--- config.mk ---
export PLATFORM = sky130hd
export DESIGN_NAME = cache_victim_sel
export DESIGN_NICKNAME = d
export VERILOG_FILES = /design/src/rtl/cvs_pkg.sv /design/src/rtl/cvs_cfg_reg.sv /design/src/rtl/cvs_lock_expand.sv /design/src/rtl/cvs_rr_ptr.sv /design/src/rtl/cvs_pick.sv /design/src/rtl/cache_victim_sel.sv
export SDC_FILE = /design/constraint.sdc
export NUM_CORES = 1
export LEC_CHECK = 0
export ABC_CLOCK_PERIOD_IN_PS = 8400
export BUFFER_PORTS_ARGS = -buffer_cell sky130_fd_sc_hd__buf_4
export CAP_MARGIN = 20
export CORE_MARGIN = 2
export CORE_UTILIZATION = 39
export CTS_CLUSTER_DIAMETER = 60
export DETAILED_ROUTE_END_ITERATION = 8
export HOLD_SLACK_MARGIN = 0.15
export MAX_ROUTING_LAYER = met4
export PLACE_DENSITY = 0.58
export SYNTH_ARGS = -nofsm -noshare
export SYNTH_HDL_FRONTEND = slang
export SYNTH_HIERARCHICAL = 1
export SYNTH_SLANG_ARGS = --single-unit
--- constraint.sdc ---
create_clock -name clk -period 8.4 [get_ports clk]
set_clock_uncertainty 0.1 [all_clocks]
set_input_delay 0.84 -clock clk [delete_from_list [all_inputs] [get_ports clk]]
set_output_delay 0.84 -clock clk [all_outputs]
set_load 0.05 [all_outputs]
--- src/rtl/cvs_pkg.sv ---
package cvs_pkg;
  typedef enum logic [1:0] {
    DISP_NONE  = 2'd0,
    DISP_DROP  = 2'd1,
    DISP_WRITE = 2'd2
  } disp_e;
endpackage

--- src/rtl/cvs_cfg_reg.sv ---
module cvs_cfg_reg #(
  parameter int LOCK_W = 8
) (
  input  logic              clk,
  input  logic              rst_n,
  input  logic              we,
  input  logic [LOCK_W-1:0] lock_in,
  input  logic              evict_in,
  output logic [LOCK_W-1:0] lock_q,
  output logic              evict_q
);
  always_ff @(posedge clk) begin
    if (!rst_n) begin
      lock_q  <= '0;
      evict_q <= 1'b0;
    end else if (we) begin
      lock_q  <= lock_in;
      evict_q <= evict_in;
    end
  end
endmodule

--- src/rtl/cvs_lock_expand.sv ---
module cvs_lock_expand #(
  parameter int NUM_WAYS      = 16,
  parameter int WAYS_PER_LOCK = 2,
  localparam int LOCK_W       = NUM_WAYS / WAYS_PER_LOCK
) (
  input  logic [LOCK_W-1:0]   lock,
  output logic [NUM_WAYS-1:0] way_locked
);
  for (genvar w = 0; w < NUM_WAYS; w++) begin : g_way
    assign way_locked[w] = lock[w / WAYS_PER_LOCK];
  end
endmodule

--- src/rtl/cvs_rr_ptr.sv ---
module cvs_rr_ptr #(
  parameter int NUM_WAYS = 16,
  parameter int NUM_SETS = 64,
  localparam int WAY_W   = $clog2(NUM_WAYS),
  localparam int SET_W   = $clog2(NUM_SETS)
) (
  input  logic             clk,
  input  logic             rst_n,
  input  logic [SET_W-1:0] rd_set,
  output logic [WAY_W-1:0] rd_ptr,
  input  logic             upd,
  input  logic [SET_W-1:0] upd_set,
  input  logic [WAY_W-1:0] upd_way
);
  logic [WAY_W-1:0] ptr_mem [NUM_SETS];

  function automatic logic [WAY_W-1:0] next_way(input logic [WAY_W-1:0] w);
    return (w == WAY_W'(NUM_WAYS - 1)) ? '0 : w + 1'b1;
  endfunction

  always_ff @(posedge clk) begin
    if (!rst_n) begin
      for (int s = 0; s < NUM_SETS; s++) ptr_mem[s] <= '0;
    end else if (upd) begin
      ptr_mem[upd_set] <= next_way(upd_way);
    end
  end

  assign rd_ptr = ptr_mem[rd_set];
endmodule

--- src/rtl/cvs_pick.sv ---
module cvs_pick #(
  parameter int NUM_WAYS = 16,
  localparam int WAY_W   = $clog2(NUM_WAYS)
) (
  input  logic [NUM_WAYS-1:0] way_locked,
  input  logic [NUM_WAYS-1:0] way_valid,
  input  logic [WAY_W-1:0]    ptr,
  output logic                any_open,
  output logic [WAY_W-1:0]    pick
);
  logic [NUM_WAYS-1:0] open_ways;
  logic [NUM_WAYS-1:0] free_ways;
  logic [WAY_W-1:0]    free_pick;
  logic [WAY_W-1:0]    rr_pick;

  function automatic logic [WAY_W-1:0] lowest_set(input logic [NUM_WAYS-1:0] v);
    logic [WAY_W-1:0] r;
    r = '0;
    for (int i = NUM_WAYS - 1; i >= 0; i--) if (v[i]) r = WAY_W'(i);
    return r;
  endfunction

  function automatic logic [WAY_W-1:0] rotate_pick(input logic [NUM_WAYS-1:0] v,
                                                   input logic [WAY_W-1:0]    start);
    logic [WAY_W-1:0] r;
    logic [WAY_W-1:0] idx;
    logic             hit;
    r   = '0;
    hit = 1'b0;
    for (int i = 0; i < NUM_WAYS; i++) begin
      idx = WAY_W'((int'(start) + i) % NUM_WAYS);
      if (!hit && v[idx]) begin
        r   = idx;
        hit = 1'b1;
      end
    end
    return r;
  endfunction

  assign open_ways = ~way_locked;
  assign free_ways = open_ways & ~way_valid;
  assign any_open  = |open_ways;
  assign free_pick = lowest_set(free_ways);
  assign rr_pick   = rotate_pick(open_ways, ptr);
  assign pick      = (|free_ways) ? free_pick : rr_pick;
endmodule

--- src/rtl/cache_victim_sel.sv ---
module cache_victim_sel #(
  parameter int NUM_WAYS      = 16,
  parameter int WAYS_PER_LOCK = 2,
  parameter int NUM_SETS      = 64,
  localparam int LOCK_W       = NUM_WAYS / WAYS_PER_LOCK,
  localparam int WAY_W        = $clog2(NUM_WAYS),
  localparam int SET_W        = $clog2(NUM_SETS)
) (
  input  logic                clk,
  input  logic                rst_n,
  input  logic                cfg_we,
  input  logic [LOCK_W-1:0]   cfg_lock_in,
  input  logic                cfg_evict_in,
  input  logic                req_valid,
  input  logic [SET_W-1:0]    req_set,
  input  logic [NUM_WAYS-1:0] way_valid,
  input  logic [NUM_WAYS-1:0] way_dirty,
  input  logic                fill_done,
  input  logic [SET_W-1:0]    fill_set,
  input  logic [WAY_W-1:0]    fill_way,
  output logic                rsp_valid,
  output logic                rsp_alloc_ok,
  output logic [WAY_W-1:0]    rsp_way,
  output logic [1:0]          rsp_disp
);
  import cvs_pkg::*;

  logic [LOCK_W-1:0]   lock_q;
  logic                evict_q;
  logic [NUM_WAYS-1:0] way_locked;
  logic [WAY_W-1:0]    set_ptr;
  logic                any_open;
  logic [WAY_W-1:0]    pick_way;
  disp_e               pick_disp;

  cvs_cfg_reg #(.LOCK_W(LOCK_W)) u_cfg (
    .clk(clk), .rst_n(rst_n), .we(cfg_we), .lock_in(cfg_lock_in),
    .evict_in(cfg_evict_in), .lock_q(lock_q), .evict_q(evict_q)
  );

  cvs_lock_expand #(.NUM_WAYS(NUM_WAYS), .WAYS_PER_LOCK(WAYS_PER_LOCK)) u_exp (
    .lock(lock_q), .way_locked(way_locked)
  );

  cvs_rr_ptr #(.NUM_WAYS(NUM_WAYS), .NUM_SETS(NUM_SETS)) u_ptr (
    .clk(clk), .rst_n(rst_n), .rd_set(req_set), .rd_ptr(set_ptr),
    .upd(fill_done), .upd_set(fill_set), .upd_way(fill_way)
  );

  cvs_pick #(.NUM_WAYS(NUM_WAYS)) u_pick (
    .way_locked(way_locked), .way_valid(way_valid), .ptr(set_ptr),
    .any_open(any_open), .pick(pick_way)
  );

  function automatic disp_e disposition(input logic ok, input logic vld,
                                        input logic dty, input logic evict);
    if (!ok || !vld) return DISP_NONE;
    if (dty || evict) return DISP_WRITE;
    return DISP_DROP;
  endfunction

  assign pick_disp = disposition(any_open, way_valid[pick_way],
                                 way_dirty[pick_way], evict_q);

  always_ff @(posedge clk) begin
    if (!rst_n) begin
      rsp_valid    <= 1'b0;
      rsp_alloc_ok <= 1'b0;
      rsp_way      <= '0;
      rsp_disp     <= DISP_NONE;
    end else begin
      rsp_valid <= req_valid;
      if (req_valid) begin
        rsp_alloc_ok <= any_open;
        rsp_way      <= any_open ? pick_way : '0;
        rsp_disp     <= pick_disp;
      end
    end
  end
endmodule

==> results of run 1 <==
-- cells in the final DEF, fill, tap and decap left out, drive strengths merged, types with 5 or more instances in the layout --
cell	count
a2111oi	6
a21boi	6
a21oi	29
a31oi	8
and2	6
buf	95
clkbuf	36
clkinv	13
dfxtp	17
edfxtp	256
ha	8
inv	18
mux2	15
mux2i	44
mux4	90
nand2	162
nand2b	19
nand3	14
nand4	7
nor2	302
nor2b	27
nor3	20
nor3b	8
nor4	12
o211ai	7
o21ai	21
o22ai	24
or2	5
or3	5
xnor2	9
-- worst min path at each step --
| stage | startpoint | to | slack (ns) | cells after the start |
|---|---|---|---|---|
| floorplan | u_cfg/evict_q | u_cfg/evict_q | 0.40 | 2 |
| global placement | rsp_disp[0] | rsp_disp[0] | 0.36 | 2 |
| detailed placement | rsp_way[3] | rsp_way[3] | 0.38 | 2 |
| CTS | rsp_way[3] | rsp_way[3] | 0.39 | 2 |
| global route | cfg_evict_in | u_cfg/evict_q | 0.43 | 3 |
| finish | rsp_way[1] | rsp_way[1] | 0.39 | 2 |
-- layout make-up --
type / instances / share of cell area (%)
Tap cell: 525 / 3.78
Clock buffer: 36 / 4.57
Clock inverter: 19 / 1.00
Sequential cell: 273 / 46.2
Multi-Input combinational cell: 939 / 39.9
Timing Repair Buffer: 95 / 4.16
Inverter: 17 / 0.367
-- metal layers --
layer  up-vias  global-route usage, %  share of wire [%]
met4         0                   5.27                2.6
met5         -                      -                  0
met1      5482                   27.3                 45
met3        82                   2.06                4.6
met2       321                   33.0                 48
li1       5024                      -                  -
-- per-stage QoR --
step / hold WS [ns] / worst slack [ns] / power [mW] / area [um^2] / util [%]
after global routing: 0.429 / 0.668 / 3.79 / 17400 / 43.9
after CTS: 0.390 / 1.20 / 3.67 / 17400 / 43.9
after global placement: 0.364 / 0.690 / 2.37 / 16400 / 41.5
final: 0.385 / 1.22 / 3.65 / 17400 / 43.9
after floorplan: 0.399 / 1.75 / 2.16 / 15600 / -
after detailed placement: 0.379 / 0.614 / 2.37 / 16400 / 41.5
-- cell families after synthesis --
logic type      count (synthesis)  share of synthesized area, %
xor+xnor                       12                         0.676
flops                         273                          51.6
simple gates                  609                          17.6
compound gates                161                          7.71
mux                           149                          17.4
buf+inv                       121                          4.33
fa+ha+maj                       8                         0.643
-- flip-flops by register name (all words and copies together) (netlist names) --
signal and count:
u_cfg/evict_q 1, rsp_alloc_ok 1, rsp_way 4, u_ptr/ptr_mem 256, u_cfg/lock_q 8, rsp_valid 1
rsp_disp 2
-- worst reg2reg max path, delay by kind of cell (launching register included) --
| kind | cells | cell delay (ns) |
|---|---|---|
| AOI/OAI and AO/OA | 9 | 2.10 |
| xor gates and xnor gates | 1 | 0.55 |
| adders and majority gates | 1 | 0.37 |
| buffers and inverters | 3 | 0.68 |
| DFF | 1 | 0.40 |
| muxes | 1 | 0.47 |
| and+or+nand+nor | 8 | 1.64 |
-- power breakdown --
part / leakage, nW / switching (mW) / internal, mW / total (mW)
Combinational: 3.05 / 0.460 / 0.299 / 0.759
Clock: 0.467 / 0.541 / 0.763 / 1.30
Sequential: 2.57 / 0.0345 / 1.56 / 1.59
Total: 6.09 / 1.04 / 2.62 / 3.65
==> flow_metrics.env, run 1 <==
export IMPL_critical_path_slowest_cell="buf_4"
export IMPL_cp_max_fo=50
export IMPL_p_leak_nw=6.09
export IMPL_place_inst=1849
export IMPL_crit_chain="buf_4 -> buf_4 -> mux4_2 -> a211o_1 -> a32o_2 -> buf_4 -> ha_1 -> xnor2_1 -> and4_1 -> o41ai_4 -> nor4_4 -> nand4_1 -> buf_4 -> nor3_1 -> a221oi_1 -> a2bb2oi_1 -> a21oi_1 -> buf_4 -> nor2b_1 -> a2111oi_0 -> nor4bb_1 -> a31o_1 -> a22o_1"
export IMPL_viasPerCell=5.73
export IMPL_root_buffer="clkbuf_16"
export IMPL_hp_class="reg2reg"
export IMPL_crit_path_start="req_set[0]"
export IMPL_critPathBufInv=5
export IMPL_num_vias=10900
export IMPL_r2r_cells=23
export IMPL_setup_viol=0
export IMPL_ys_types=95
export IMPL_critPathMaxStageDelay_ns=0.73
export IMPL_avgSynthCellArea_um2=11.7
export IMPL_maxSlewHeadroom_pct=24.1
export IMPL_antennaDiodeCount=0
export IMPL_remaining_drc_errors=0
export IMPL_crit_family="compound AO/OA/AOI/OAI gates"
export IMPL_max_freq_mhz=139
export IMPL_synth_top_cell_area_share_pct=49.4
export IMPL_crit_end="rsp_disp[1]"
export IMPL_cts_inserted_buffers=31
export IMPL_insertion_delay_ns=0.58
export IMPL_core_um2=39500
export IMPL_power_density_nw_per_um2=210
export IMPL_multi_input_area_um2=6940
export IMPL_ios=70
export IMPL_dieArea_um2=41500
export IMPL_final_nets=1427
export IMPL_yosysTopAreaCell="edfxtp_1"
export IMPL_max_cap_viol_count=0
export IMPL_routed_wirelength_mm=40.5
export IMPL_clkSinkCount=273
export IMPL_regArea_um2=8030
export IMPL_fillers=3670
export IMPL_setup_worst_path_end_class="flip-flop"
export IMPL_syn_to_final_growth_pct=11.7
export IMPL_cts_resized=0
export IMPL_grt_max_degree=65
export IMPL_synth_seq_cells=273
export IMPL_fp_dieH_um=204
export IMPL_clk_path_buf_depth=3
export IMPL_instances_no_fill=1904
export IMPL_numPortBuffers=69
export IMPL_start_kind="primary input"
export IMPL_async_reset_ff_share_pct=0
export IMPL_antenna_found_initial=0
export IMPL_ys_top_cells_by_count="nor2_1 (300), edfxtp_1 (256), nand2_1 (160)"
export IMPL_cp_required_ns=8.75
export IMPL_worst_setup_path_type="in2reg"
export IMPL_status="finished clean"
export IMPL_cts_clk_slew_worst_paths_ns=0.06
export IMPL_syn_area_um2=15600
export IMPL_path_depth=23
export IMPL_grt_pass1_wl_mm=63.5
export IMPL_grt_pass1_vias=11000
export IMPL_grt_total_usage_pct=20.3
export IMPL_overflow=0
export IMPL_setup_tns_ns=0
export IMPL_ys_flop_type="edfxtp_1"
export IMPL_ys_top_cells_by_area="edfxtp_1 (49%), mux4_2 (11%), nor2_1 (7.2%)"
export IMPL_synth_cells=1333
export IMPL_wl_per_cell_um=21.3
export IMPL_synth_edf_count=256
export IMPL_ys_seq_area_share_pct=51.6
export IMPL_post_route_cells_drive_above_1_share_pct=18.9
export IMPL_post_route_period_util_pct=85.5
export IMPL_first_pass_iters=5
export IMPL_die_w_um=204
export IMPL_post_cts_setup_buffers=0
export IMPL_rsz0062_at_grt="no"
export IMPL_hold_viol_final=0
export IMPL_ant_nets=0
export IMPL_floorplan_initialDensity_pct=39.3
export IMPL_tightestPinTransition_ns=1.13
export IMPL_place_congestion=0.916
export IMPL_cts_tree="done"
export IMPL_hold_buffers=0
export IMPL_worst_path_most_repeated_cell="buf_4"
export IMPL_cts_htree_levels=1
export IMPL_drt_iter0_drc=894
export IMPL_reg2reg_from="u_ptr/ptr_mem[2][0]"
export IMPL_period_needed_ns=7.18
export IMPL_row_count=73
export IMPL_r2r_end="rsp_disp[1]"
export IMPL_yosysMostFrequentCell="nor2_1"
export IMPL_slew_violations=0
export IMPL_worst_endpoint_arrival_ns=7.53
export IMPL_max_vdd_ir_drop_uv=181
export IMPL_yosys_warnings=6
export IMPL_regToRegSetupSlack_ns=1.97
export IMPL_hpwl_mm=27.5
export IMPL_syn_num_nets=1403
No activity file was read; power rests on OpenSTA's default activity.
==> inputs of run 2 (changes only) <==
ABC_CLOCK_PERIOD_IN_PS = 6000   (was 8400)
PLACE_DENSITY = 0.6   (was 0.58)
SKIP_CTS_REPAIR_TIMING = 1   (was unset)
clock period = 6 ns   (was 8.4 ns; I/O delays follow)
==> run 2 against run 1 <==
- power up 47%
- critical path depth is 1 higher
- via count grew 5.6%
==> flow_metrics.env, run 2 (synthesis results as in run 1) <==
export IMPL_status="finished clean"
export IMPL_dieArea_um2=41500
export IMPL_start_kind="flip-flop"
export IMPL_num_vias=11500
export IMPL_setup_tns_ns=0
export IMPL_r2r_cells=24
export IMPL_wl_per_cell_um=20.5
export IMPL_reg_top3="u_ptr/ptr_mem x256, u_cfg/lock_q x8, rsp_way x4"
export IMPL_syn_to_final_growth_pct=21.2
export IMPL_cp_required_ns=6.37
export IMPL_clockPowerShare_pct=33.1
export IMPL_fillers=3542
export IMPL_hold_depth=3
export IMPL_reg2reg_from="u_ptr/ptr_mem[6][0]"
export IMPL_p_int_mw=3.86
export IMPL_largest_reg_flops=256
export IMPL_core_um2=39500
export IMPL_max_flop_register="u_ptr/ptr_mem"
export IMPL_fp_dieH_um=204
export IMPL_numPortBuffers=69
export IMPL_pwr_share_comb_pct=25.4
export IMPL_cts_tree="done"
export IMPL_cp_max_fo=12
export IMPL_rsz0062_at_grt="no"
export IMPL_row_count=73
export IMPL_power_frac_seq_pct=41.5
export IMPL_hold_viol_final=0
export IMPL_grt_pass1_vias=11200
export IMPL_routed_wirelength_mm=42.3
export IMPL_setup_viol=0
export IMPL_overflow=0
export IMPL_remaining_drc_errors=0
export IMPL_ios=70
export IMPL_first_pass_iters=5
export IMPL_hold_end="u_cfg/lock_q[3]"
export IMPL_p_sw_mw=1.51
export IMPL_grt_total_usage_pct=20.9
export IMPL_viasPerCell=5.57
export IMPL_max_vdd_ir_drop_uv=240
export IMPL_ant_nets=0
export IMPL_hold_start="cfg_lock_in[3]"
export IMPL_die_w_um=204
export IMPL_mostFrequentLayoutCell="nor2_1"
export IMPL_power_density_nw_per_um2=285
export IMPL_antennaDiodeCount=0
export IMPL_insertion_delay_ns=0.57
export IMPL_post_route_period_util_pct=96.5
export IMPL_grt_pass1_wl_mm=64.7
export IMPL_worst_endpoint_arrival_ns=6.16
export IMPL_regToRegSetupSlack_ns=0.21
export IMPL_antenna_found_initial=0
export IMPL_max_freq_mhz=173
export IMPL_worst_setup_path_type="reg2reg"
export IMPL_drt_iter0_drc=1023
export IMPL_p_total_mw=5.37
export IMPL_cts_inserted_buffers=31
export IMPL_tightestPinTransition_ns=1.10
export IMPL_maxSlewHeadroom_pct=26.4
export IMPL_hpwl_mm=30.1
export IMPL_slew_violations=0
export IMPL_root_buffer="clkbuf_16"
export IMPL_cts_clk_slew_worst_paths_ns=0.06
export IMPL_setup_worst_path_end_class="flip-flop"
export IMPL_post_route_cells_drive_above_1_share_pct=29.1
export IMPL_final_nets=1589
export IMPL_p_sw_share_pct=28.1
export IMPL_final_cell_mix="nor2_1 (300), edfxtp_1 (256), buf_4 (241), nand2_1 (160), mux4_2 (76)"
export IMPL_floorplan_initialDensity_pct=39.3
export IMPL_period_needed_ns=5.79
export IMPL_cts_htree_levels=1
export IMPL_r2r_end="rsp_disp[1]"
export IMPL_max_cap_viol_count=0
export IMPL_p_leak_nw=6.93
export IMPL_hp_class="in2reg"
export IMPL_clk_path_buf_depth=3
export IMPL_grt_max_degree=80
export IMPL_utilization_pct=47.7
export IMPL_clkSinkCount=273
export IMPL_place_congestion=0.906
[run 2: cell types whose count changed in the layout (fill, tap and decap cells not counted), moves of 4 or more]
cell,before,now
nor3_1,16,12
nor3_2,4,8
buf_6,0,4
buf_4,93,241
clkbuf_1,5,11
buf_12,1,10
clkinv_1,10,6
[run 2: critical path, cell delays in order (launching register included)]
cell,delay (ns)
edfxtp_1,0.40
mux4_2,0.52
a2111oi_4,0.35
nor3_1,0.14
a32o_2,0.31
inv_8,0.07
ha_4,0.23
buf_2,0.18
buf_12,0.15
mux2i_1,0.11
mux4_2,0.55
mux2i_4,0.26
o211ai_1,0.18
nand2b_1,0.18
a222oi_1,0.32
a211oi_2,0.08
o22ai_1,0.25
a21oi_2,0.12
buf_12,0.16
mux2_2,0.26
nor3b_1,0.19
nor4_1,0.08
buf_4,0.15
a31o_1,0.18
a22o_1,0.17
[run 2: metal layers]
metal,vias up,track usage [%],share of wire (%)
li1,5348,-,-
met5,-,-,0
met2,395,33.8,48
met1,5709,28.0,44
met4,0,6.00,2.6
met3,71,2.14,5.5
[run 2: area by class of cell]
class / count / area [um^2] / area share [%]
clock inverters: 13 / 106 / 0.564
inverters: 17 / 75.1 / 0.398
repair buffers: 257 / 2060 / 11.0
multi-input cells: 939 / 7060 / 37.5
flip-flops and latches: 273 / 8030 / 42.6
well taps: 525 / 657 / 3.48
clock buffers: 45 / 858 / 4.55
[run 2: power groups by stage]
stage | sequential [mW] | clock (mW) | combinational, mW
floorplan | 2.24 | 0 | 0.803
global placement | 2.27 | 0 | 1.32
detailed placement | 2.27 | 0 | 1.32
CTS | 2.23 | 1.81 | 1.32
global route | 2.24 | 1.89 | 1.45
finish | 2.23 | 1.78 | 1.36
[run 2: worst max-delay path by stage]
stage,startpoint,to,slack [ns],cells past startpoint
detailed placement,req_set[0],rsp_disp[1],-0.76,25
floorplan,req_set[0],rsp_disp[1],-0.01,25
CTS,req_set[0],rsp_disp[1],-0.15,25
global placement,req_set[0],rsp_disp[1],-0.81,25
global route,req_set[0],rsp_disp[1],0.02,28
finish,u_ptr/ptr_mem[6][0],rsp_disp[1],0.21,24
[run 2: stage by stage]
stage	hold WS [ns]	std cells	worst slack [ns]	area, um^2
global route	0.172	2069	0.0230	18900
detailed placement	0.355	2004	-0.759	17700
CTS	0.165	2062	-0.149	18700
global placement	0.352	2004	-0.807	17700
finish	0.190	2069	0.208	18900
floorplan	0.399	1333	-0.0113	15700
==> inputs of run 3 (changes only) <==
ABC_CLOCK_PERIOD_IN_PS = 7000   (was 6000)
CORE_ASPECT_RATIO = 1.75   (was unset)
PLACE_DENSITY = 0.58   (was 0.6)
clock period = 7 ns   (was 6 ns; I/O delays follow)
==> run 3 against run 2 <==
- hold slack improved by 0.094 ns
- largest power group unchanged
- global-route usage increased by 1.4 points
- power decreased by 18%
- count of clock-buffer cells in the layout decreased by 10
- highest routed layer unchanged
- die area increased by 0.15%
- sequential share of layout area increased by 2.7 points
- critical path type is now in2reg
- critical endpoint unchanged
- combinational power decreased by 26%
==> flow_metrics.env, run 3 (synthesis results as in run 1) <==
export IMPL_status="finished clean"
export IMPL_max_cap_viol_count=0
export IMPL_instances_no_fill=1919
export IMPL_place_congestion=0.928
export IMPL_critPathMaxStageDelay_ns=0.54
export IMPL_first_pass_iters=5
export IMPL_post_route_cells_drive_above_1_share_pct=21.9
export IMPL_routed_wirelength_mm=45.0
export IMPL_hold_depth=3
export IMPL_hold_end="u_cfg/lock_q[3]"
export IMPL_largest_reg_flops=256
export IMPL_critical_path_slowest_cell="mux4_2"
export IMPL_cp_max_fo=22
export IMPL_floorplan_initialDensity_pct=39.6
export IMPL_setup_tns_ns=0
export IMPL_mostFrequentLayoutCell="nor2_1"
export IMPL_slew_violations=0
export IMPL_period_needed_ns=6.35
export IMPL_hp_class="in2reg"
export IMPL_rsz0062_at_grt="no"
export IMPL_remaining_drc_errors=0
export IMPL_core_um2=39300
export IMPL_antenna_found_initial=1
export IMPL_regToRegSetupSlack_ns=0.94
export IMPL_dieArea_um2=41600
export IMPL_hold_viol_final=0
export IMPL_max_freq_mhz=157
export IMPL_path_depth=26
export IMPL_worst_path_most_repeated_cell="buf_4"
export IMPL_place_inst=1869
export IMPL_grt_pass1_wl_mm=67.1
export IMPL_start_kind="primary input"
export IMPL_power_density_nw_per_um2=248
export IMPL_setup_viol=0
export IMPL_worst_setup_path_type="in2reg"
export IMPL_final_nets=1479
export IMPL_critPathBufInv=8
export IMPL_wl_per_cell_um=23.4
export IMPL_pwr_share_comb_pct=23.0
export IMPL_fp_dieH_um=268
export IMPL_crit_family="compound AO/OA/AOI/OAI gates"
export IMPL_overflow=0
export IMPL_row_count=96
export IMPL_drt_iter0_drc=724
export IMPL_p_leak_nw=6.33
export IMPL_num_vias=11100
export IMPL_insertion_delay_ns=0.57
export IMPL_preCtsSetupSlack_ns=-0.0177
export IMPL_die_w_um=155
export IMPL_viasPerCell=5.79
export IMPL_syn_to_final_growth_pct=13.9
export IMPL_max_flop_register="u_ptr/ptr_mem"
export IMPL_layout_setup_ws_ns=0.649
export IMPL_final_cell_mix="nor2_1 (300), edfxtp_1 (256), nand2_1 (160), buf_4 (145), mux4_2 (73)"
export IMPL_power_frac_seq_pct=43.4
export IMPL_root_buffer="clkbuf_16"
export IMPL_cts_clk_slew_worst_paths_ns=0.07
export IMPL_cts_htree_levels=1
export IMPL_clkSinkCount=273
export IMPL_cp_required_ns=7.37
export IMPL_clk_path_buf_depth=3
export IMPL_hpwl_mm=32.7
export IMPL_post_route_period_util_pct=90.7
export IMPL_numPortBuffers=69
export IMPL_p_int_mw=3.13
export IMPL_ant_nets=0
export IMPL_reg2reg_from="u_ptr/ptr_mem[1][0]"
export IMPL_maxSlewHeadroom_pct=24.8
export IMPL_grt_total_usage_pct=22.3
export IMPL_tightestPinTransition_ns=1.12
export IMPL_cts_inserted_buffers=28
export IMPL_cts_tree="done"
export IMPL_reg_top3="u_ptr/ptr_mem x256, u_cfg/lock_q x8, rsp_way x4"
export IMPL_max_vdd_ir_drop_uv=159
export IMPL_r2r_cells=25
export IMPL_r2r_end="rsp_disp[1]"
export IMPL_p_sw_mw=1.28
export IMPL_ios=70
export IMPL_p_sw_share_pct=29.0
export IMPL_worst_endpoint_arrival_ns=6.72
export IMPL_hold_start="cfg_lock_in[3]"
export IMPL_setup_worst_path_end_class="flip-flop"
export IMPL_grt_max_degree=65
export IMPL_grt_pass1_vias=11500
export IMPL_clockPowerShare_pct=33.5
==> run 3: final cells by class <==
type / instances / area (um^2)
Clock inverter: 14 / 150
Tap cell: 490 / 613
Clock buffer: 35 / 748
Multi-Input combinational cell: 939 / 6920
Timing Repair Buffer: 150 / 1190
Sequential cell: 273 / 8030
Inverter: 17 / 63.8
Fill cell: 3592 / 21600
Antenna cell: 1 / 2.50
==> run 3: metrics by stage <==
step | total power [mW] | hold slack (ns) | utilization [%] | cell area (um^2)
floorplan | 2.59 | 0.399 | - | 15600
global placement | 2.94 | 0.368 | 42.8 | 16800
detailed placement | 2.95 | 0.374 | 42.8 | 16800
CTS | 4.42 | 0.269 | 45.1 | 17700
global route | 4.56 | 0.291 | 45.1 | 17700
finish | 4.40 | 0.284 | 45.1 | 17700
==> run 3: worst min-delay path: cells and delay by family <==
kind	cells	cell delay, ns
AND/OR/NAND/NOR	1	0.09
multiplexers	1	0.05
buffers and inverters	1	0.08
==> run 3: power groups by stage <==
stage	Clock, mW	Combinational, mW	Sequential, mW
5_1_grt	1.56	1.08	1.92
4_1_cts	1.50	1.01	1.91
6_report	1.48	1.01	1.91
3_3_place_gp	0	0.997	1.94
3_5_place_dp	0	1.00	1.95
2_1_floorplan	0	0.669	1.92
==> run 3: worst max-delay path by stage <==
stage / startpoint / to / slack (ns)
after global placement: req_set[0] / rsp_disp[1] / 0.02
after CTS: req_set[0] / rsp_disp[1] / 0.57
after floorplan: req_set[0] / rsp_disp[1] / 0.49
final: req_set[0] / rsp_disp[1] / 0.65
after global routing: req_set[0] / rsp_disp[0] / 0.30
after detailed placement: req_set[0] / rsp_disp[1] / -0.02
==> run 3: per-layer routing <==
metal  routed length [um]  up-vias  track usage (%)
met5                    0        -                -
met4                 3200        0             14.0
met3                 1960      156             2.58
met2                24900      390             41.6
met1                15000     5456             21.6
li1                     -     5108                -
